File: src/rtl/i2c_irq_pkg.sv
package i2c_irq_pkg;

  typedef enum logic [1:0] {
    RA_MASK = 2'd0,
    RA_STAT = 2'd1,
    RA_VEC  = 2'd2,
    RA_RSVD = 2'd3
  } reg_addr_e;

  // Sources whose flags only a data register access can clear.
  localparam int SRC_RX = 3;
  localparam int SRC_TX = 4;

endpackage

File: src/rtl/i2c_irq_flag_bank.sv
module i2c_irq_flag_bank #(
  parameter int N = 7
) (
  input  logic         clk,
  input  logic         rst_n,
  input  logic [N-1:0] set_i,
  input  logic [N-1:0] clr_i,
  output logic [N-1:0] flag_o
);

  logic [N-1:0] flag_q;
  logic [N-1:0] flag_d;
  logic [N-1:0] flag_en;

  for (genvar k = 0; k < N; k++) begin : g_flag
    // Next-state: a set has priority over a clear in the same cycle.
    always_comb begin
      flag_en[k] = set_i[k] | clr_i[k];
      flag_d[k]  = set_i[k] | (flag_q[k] & ~clr_i[k]);
    end

    always_ff @(posedge clk or negedge rst_n) begin
      if (!rst_n) begin
        flag_q[k] <= 1'b0;
      end else if (flag_en[k]) begin
        flag_q[k] <= flag_d[k];
      end
    end
  end

  assign flag_o = flag_q;

endmodule

File: src/rtl/i2c_irq_prio_enc.sv
module i2c_irq_prio_enc #(
  parameter int N  = 7,
  parameter int VW = $clog2(N + 1)
) (
  input  logic [N-1:0]  pend_i,
  output logic [VW-1:0] code_o,
  output logic [N-1:0]  sel_o
);

  // The lowest index wins; code is index + 1, zero when idle.
  always_comb begin
    code_o = '0;
    sel_o  = '0;
    for (int i = N - 1; i >= 0; i--) begin
      if (pend_i[i]) begin
        code_o = VW'(i + 1);
        sel_o  = N'(1) << i;
      end
    end
  end

endmodule

File: src/rtl/i2c_irq_regif.sv
module i2c_irq_regif
  import i2c_irq_pkg::*;
#(
  parameter int N     = 7,
  parameter int VW    = 3,
  parameter int REG_W = 16
) (
  input  logic             clk,
  input  logic             rst_n,
  input  logic             reg_wr_i,
  input  logic             reg_rd_i,
  input  logic [1:0]       reg_addr_i,
  input  logic [REG_W-1:0] reg_wdata_i,
  input  logic [REG_W-1:0] status_i,
  input  logic [VW-1:0]    code_i,
  output logic [N-1:0]     mask_o,
  output logic [N-1:0]     w1c_o,
  output logic             vec_rd_o,
  output logic [REG_W-1:0] reg_rdata_o
);

  reg_addr_e    addr;
  logic [N-1:0] mask_q;
  logic [N-1:0] mask_d;
  logic         mask_en;

  assign addr = reg_addr_e'(reg_addr_i);

  always_comb begin
    mask_en  = reg_wr_i && (addr == RA_MASK);
    mask_d   = reg_wdata_i[N-1:0];
    w1c_o    = (reg_wr_i && (addr == RA_STAT)) ? reg_wdata_i[N-1:0] : '0;
    vec_rd_o = reg_rd_i && (addr == RA_VEC);
  end

  always_ff @(posedge clk or negedge rst_n) begin
    if (!rst_n) begin
      mask_q <= '0;
    end else if (mask_en) begin
      mask_q <= mask_d;
    end
  end

  always_comb begin
    unique case (addr)
      RA_MASK: reg_rdata_o = REG_W'(mask_q);
      RA_STAT: reg_rdata_o = status_i;
      RA_VEC:  reg_rdata_o = REG_W'(code_i);
      default: reg_rdata_o = '0;
    endcase
  end

  assign mask_o = mask_q;

endmodule

File: src/rtl/i2c_irq_vector.sv
module i2c_irq_vector
  import i2c_irq_pkg::*;
#(
  parameter int NUM_SRC = 7,
  parameter int REG_W   = 16,
  parameter int BB_BIT  = 12,
  parameter int RSF_BIT = 11,
  parameter int VW      = $clog2(NUM_SRC + 1)
) (
  input  logic               clk,
  input  logic               rst_n,
  input  logic [NUM_SRC-1:0] evt_i,
  input  logic               bus_busy_i,
  input  logic               rx_shift_full_i,
  input  logic               rx_data_rd_i,
  input  logic               tx_data_wr_i,
  input  logic               reg_wr_i,
  input  logic               reg_rd_i,
  input  logic [1:0]         reg_addr_i,
  input  logic [REG_W-1:0]   reg_wdata_i,
  output logic [REG_W-1:0]   reg_rdata_o,
  output logic               irq_o,
  output logic [VW-1:0]      vector_o,
  output logic [REG_W-1:0]   status_o
);

  localparam logic [NUM_SRC-1:0] DATA_SRC =
    (NUM_SRC'(1) << SRC_RX) | (NUM_SRC'(1) << SRC_TX);

  // Reset: asserted asynchronously, released through two flops.
  logic [1:0] rst_pipe_q;
  logic       rst_sync_n;

  always_ff @(posedge clk or negedge rst_n) begin
    if (!rst_n) begin
      rst_pipe_q <= 2'b00;
    end else begin
      rst_pipe_q <= {rst_pipe_q[0], 1'b1};
    end
  end
  assign rst_sync_n = rst_pipe_q[1];

  logic [NUM_SRC-1:0] flags;
  logic [NUM_SRC-1:0] mask;
  logic [NUM_SRC-1:0] w1c;
  logic [NUM_SRC-1:0] pend;
  logic [NUM_SRC-1:0] top_sel;
  logic [NUM_SRC-1:0] ack_clr;
  logic [NUM_SRC-1:0] data_clr;
  logic [NUM_SRC-1:0] clr_all;
  logic [VW-1:0]      code;
  logic               vec_rd;
  logic [REG_W-1:0]   status_w;

  always_comb begin
    pend    = flags & mask;
    ack_clr = vec_rd ? (top_sel & ~DATA_SRC) : '0;
    data_clr = '0;
    data_clr[SRC_RX] = rx_data_rd_i;
    data_clr[SRC_TX] = tx_data_wr_i;
    clr_all = w1c | ack_clr | data_clr;
  end

  always_comb begin
    status_w          = '0;
    status_w[NUM_SRC-1:0] = flags;
    status_w[BB_BIT]  = bus_busy_i;
    status_w[RSF_BIT] = rx_shift_full_i;
  end

  i2c_irq_flag_bank #(
    .N (NUM_SRC)
  ) u_flags (
    .clk    (clk),
    .rst_n  (rst_sync_n),
    .set_i  (evt_i),
    .clr_i  (clr_all),
    .flag_o (flags)
  );

  i2c_irq_prio_enc #(
    .N  (NUM_SRC),
    .VW (VW)
  ) u_prio (
    .pend_i (pend),
    .code_o (code),
    .sel_o  (top_sel)
  );

  i2c_irq_regif #(
    .N     (NUM_SRC),
    .VW    (VW),
    .REG_W (REG_W)
  ) u_regif (
    .clk         (clk),
    .rst_n       (rst_sync_n),
    .reg_wr_i    (reg_wr_i),
    .reg_rd_i    (reg_rd_i),
    .reg_addr_i  (reg_addr_i),
    .reg_wdata_i (reg_wdata_i),
    .status_i    (status_w),
    .code_i      (code),
    .mask_o      (mask),
    .w1c_o       (w1c),
    .vec_rd_o    (vec_rd),
    .reg_rdata_o (reg_rdata_o)
  );

  assign irq_o    = |pend;
  assign vector_o = code;
  assign status_o = status_w;

endmodule

File: config.mk
export PLATFORM = sky130hd
export DESIGN_NAME = i2c_irq_vector
export DESIGN_NICKNAME = d
export VERILOG_FILES = /design/src/rtl/i2c_irq_pkg.sv /design/src/rtl/i2c_irq_flag_bank.sv /design/src/rtl/i2c_irq_prio_enc.sv /design/src/rtl/i2c_irq_regif.sv /design/src/rtl/i2c_irq_vector.sv
export SDC_FILE = /design/constraint.sdc
export NUM_CORES = 1
export LEC_CHECK = 0
export BUFFER_PORTS_ARGS = -buffer_cell sky130_fd_sc_hd__buf_2
export CAP_MARGIN = 20
export CORE_ASPECT_RATIO = 0.6
export CORE_UTILIZATION = 45
export DETAILED_ROUTE_END_ITERATION = 8
export GPL_ROUTABILITY_DRIVEN = 0
export GPL_TIMING_DRIVEN = 0
export PLACE_DENSITY_LB_ADDON = 0.25
export SLEW_MARGIN = 30
export SYNTH_ARGS = -nofsm -noshare
export SYNTH_HDL_FRONTEND = slang
export SYNTH_HIERARCHICAL = 1
export SYNTH_SLANG_ARGS = --single-unit
File: constraint.sdc
create_clock -name clk -period 3.5 [get_ports clk]
set_input_delay 0.35 -clock clk [delete_from_list [all_inputs] [get_ports clk]]
set_output_delay 0.35 -clock clk [all_outputs]
set_load 0.01 [all_outputs]
-- After elaboration in Yosys (flattened, before gate mapping)
Index checks and enable logic that the tools add are counted.
- register bits: 16
- bits of input ports: 33
- output and inout bits: 36
- logic and storage cells: 64
- equal/unequal tests: 2
- muxes and demuxes: 17
- bitwise logic cells: 31
- reductions and logical operators: 5
- operators with widths (operator ; number):
    2-to-1 mux 7 bit ; 9
    one-hot mux 13 bit (3 select lines) ; 1
    2-to-1 mux 3 bit ; 7
    bitwise OR 1 bit ; 14
    bitwise AND 1 bit ; 7
    bitwise AND 7 bit ; 1
    inverter 1 bit ; 7
    bitwise OR 7 x 5 -> 7 bit ; 1
    bitwise OR 7 bit ; 1
    OR reduction 7 bit ; 1
    logical AND 1 bit ; 3
    equality test 2 x 1 -> 1 bit (second input constant) ; 1
    equality test 2 bit (second input constant) ; 1
    logical NOT 2 bit ; 1

-- Logic depth before layout (Yosys ltp)
- depth after elaboration: 14
- gate-level depth with buffers: 7
- depth with buffers taken out: 6

-- Cells and area by module
Netlist, hierarchy kept.
- by module, submodules not included (module ; times used ; cells each ; area each (um^2) ; seq. area each (um^2)):
    i2c_irq_regif ; 1 ; 51 ; 531.8 ; 175.2
    i2c_irq_flag_bank ; 1 ; 21 ; 254.0 ; 175.2
    i2c_irq_vector ; 1 ; 30 ; 249.0 ; 50.0
    i2c_irq_prio_enc ; 1 ; 20 ; 131.4 ; 0.0

-- Worst setup path after synthesis
OpenSTA, ideal clock, no wires.
- path kind: register -> output
- from: register u_flags.flag_q[3], in the netlist u_flags/flag_o[3]
- to: output reg_rdata_o[2]
- data arrival time: 1.396 ns
- data required time: 3.150 ns
- setup slack: 1.754 ns
- cell stages (with the launch flop): 5
- path buffers: 0
- cells stage by stage: dfrtp_1 and2_2 nor2_1 a2111oi_2 o2bb2ai_1
- cells in the longest elaborated chain, start to end: 6
- RTL lines (what ; RTL line ; text):
    start, declared ; i2c_irq_flag_bank.sv:11 ; logic [N-1:0] flag_q;
    start signal, assigned by index ; i2c_irq_flag_bank.sv:26 ; flag_q[k] <= flag_d[k];
    bitwise AND 7 bit ; i2c_irq_vector.sv:56 ; pend = flags & mask;
    named net pend[3] ; i2c_irq_vector.sv:46 ; logic [NUM_SRC-1:0] pend;
    2-to-1 mux 3 bit (4 in series) ; i2c_irq_prio_enc.sv:15 ; if (pend_i[i]) begin
    named net vector_o[2] ; i2c_irq_vector.sv:23 ; output logic [VW-1:0] vector_o,
    one-hot mux 13 bit (3 select lines) ; i2c_irq_regif.sv:45 ; unique case (addr)
    end, declared ; i2c_irq_vector.sv:21 ; output logic [REG_W-1:0] reg_rdata_o,
The timed path passes the listed nets, and every way through them passes these cells.

-- Final worst setup path
- from: register u_flags.flag_q[3], in the netlist u_flags/flag_o[3]
- to: output reg_rdata_o[2]
- cells in the longest elaborated chain, start to end: 6
- RTL lines (what ; RTL line):
    bitwise AND 7 bit ; i2c_irq_vector.sv:56
    named net pend[3] ; i2c_irq_vector.sv:46
    2-to-1 mux 3 bit (4 in series) ; i2c_irq_prio_enc.sv:15
    one-hot mux 13 bit (3 select lines) ; i2c_irq_regif.sv:45
The timed path passes the listed nets, and every way through them passes these cells.

==> metrics.csv <==
stage,metric,value,unit
status,status,finished clean,
global_routing,antenna_found_initial,0,
setup_path,arrival,1730,ps
timing,relSlewSlack,60.3,%
timing,drv_slew,0,
final_layout,drive_gt1_share,40.9,%
place,dp_cells,206,
setup_path,start_kind,register,
setup_path,crit_path_end_kind,output port,
clock_tree,cts-root-buf,clkbuf_8,
final_layout,fin_nets,215,
die,dieArea,0.00277,mm²
pwr,leakage,0.821,nW
timing,hold_viol,0,
drt,route.detailed.drc,0,
global_routing,grt_max_degree,15,
clock_tree,cts_buffers,3,
setup_path,cp.required,3150,ps
drt,avgRoutedWirePerCell,13.1,µm
die,die_w,67.3,µm
timing,min_period_over_period,59.4,%
global_routing,grt_pass1_wl,4110,µm
drt,viasPerCell,4.89,
timing,rsz0062_at_grt,false,
setup_path,reg2reg_depth,6,
timing,min_period,2080,ps
global_routing,grt_pass1_vias,871,
pwr,power_density,397,mW/mm²
global_routing,track_usage,21.9,%
synth,synthCells,120,
place,dp_hpwl,2130,µm
die,start_util,50.1,%
final_layout,n_antenna_cell,0,
clock_tree,cts_tree,done,
timing,fin_skew,10.3,ps
clock_tree,clk_path_buf_depth,2,
clock_tree,h-tree-depth,1,
synth,synth_area,0.00115,mm²
die,core_region_area,0.00229,mm²
drt,dr.pass1.iters,4,
pwr,vdd_drop_max,0.302,mV
die,die_h,41.2,µm
synth,yosysWarnings,6,
clock_tree,clock_latency,260,ps
final_layout,area_growth,31.9,%
timing,tns,0,ps
global_routing,overflow,0,
die,boundaryPins,69,
setup_path,crit_fanout,5,
clock_tree,clk_pin_slew,70,ps
clock_tree,cts_setup_buffers,0,
clock_tree,cts.sinks,16,
setup_path,worstSetupPathType,reg -> out,
drt,vias,1031,
final_layout,final_cells,211,
place,numPortBuffers,43,
synth,syn_area_per_cell,9.58,µm²
pwr,power.total,0.602,mW
flow_run,drv_cap,0,
min_path,hold_class,reg -> async,
timing,fmax,481,MHz
timing,setup_viol,0,
die,rows,13,
drt,wl,2760,µm
place,place_area,0.00145,mm²
drt,antenna_left,0,
timing,tightest_slew,595,ps
final_layout,postLayoutCoreUtil,66.1,%
drt,drt_iter0_drc,34,
final_layout,design_area,0.00152,mm²
==> area by class of cell <==
cell class,instances,area (µm²)
Buffer,13,103
Multi-Input combinational cell,95,662
Fill cell,191,777
Inverter,9,33.8
Sequential cell,16,400
Clock buffer,4,55.1
Tap cell,30,37.5
Timing Repair Buffer,44,225
==> path summary, 6_finish.rpt <==
kind	slack, ps	start	end
max reg2reg	1910	u_flags/flag_o[0]	u_flags/flag_o[5]
min	250	rst_pipe_q[1]	u_flags/flag_o[0]
max	1420	u_flags/flag_o[3]	reg_rdata_o[2]
min in group clk	260	evt_i[2]	u_flags/flag_o[2]
max in group asynchronous	2850	rst_pipe_q[1]	u_flags/flag_o[1]
min reg2reg	250	rst_pipe_q[1]	u_flags/flag_o[0]
==> flip-flops by register name, indices dropped and copies added, names as in the netlist <==
signal / count
rst_pipe_q: 2
u_regif/mask_o: 7
u_flags/flag_o: 7
==> worst max-delay path, cell delays in order, from the launching register on <==
cell and delay [ps]:
dfrtp_1 410, and2_2 220, nor2_1 70, a2111oi_2 470, o2bb2ai_1 160, buf_2 140
==> metrics by stage <==
step | worst slack (ps) | hold WS, ps
4_1_cts | 1400 | 263
2_1_floorplan | 1760 | 54.4
3_5_place_dp | 1700 | 139
3_3_place_gp | 1720 | 135
6_report | 1420 | 249
5_1_grt | 1300 | 268
==> report_power, final <==
| group | switching (mW) | total (mW) | leakage, nW | internal, mW |
|---|---|---|---|---|
| Clock | 0.0721 | 0.172 | 0.0288 | 0.100 |
| Combinational | 0.105 | 0.202 | 0.618 | 0.0969 |
| Sequential | 0.0222 | 0.229 | 0.174 | 0.206 |
| Total | 0.199 | 0.602 | 0.821 | 0.403 |
==> placed cells by master (no fill, tap or decap), drive strengths merged, types with 2 or more instances in the layout <==
| master | instances |
|---|---|
| nor2 | 9 |
| o2bb2ai | 3 |
| or2 | 2 |
| nor3b | 3 |
| inv | 9 |
| clkbuf | 5 |
| dfrtp | 16 |
| mux2i | 7 |
| a21oi | 3 |
| buf | 55 |
| and2 | 17 |
| and3 | 8 |
| a21o | 12 |
| conb | 15 |
| mux2 | 7 |
==> layer usage <==
metal  share of wire [%]  track usage (%)
met5                   0                0
met4                 1.0             7.45
met3                 8.4             7.78
met2                  45             35.0
met1                  45             27.9
==> what timing repair did <==
action                                  CTS  global route
endpoints found under the setup margin    0             0
gates resized for setup                   0             0
hold buffers                              1             0
hold endpoints to repair                  2             0
(Power assumes the default switching activity.)
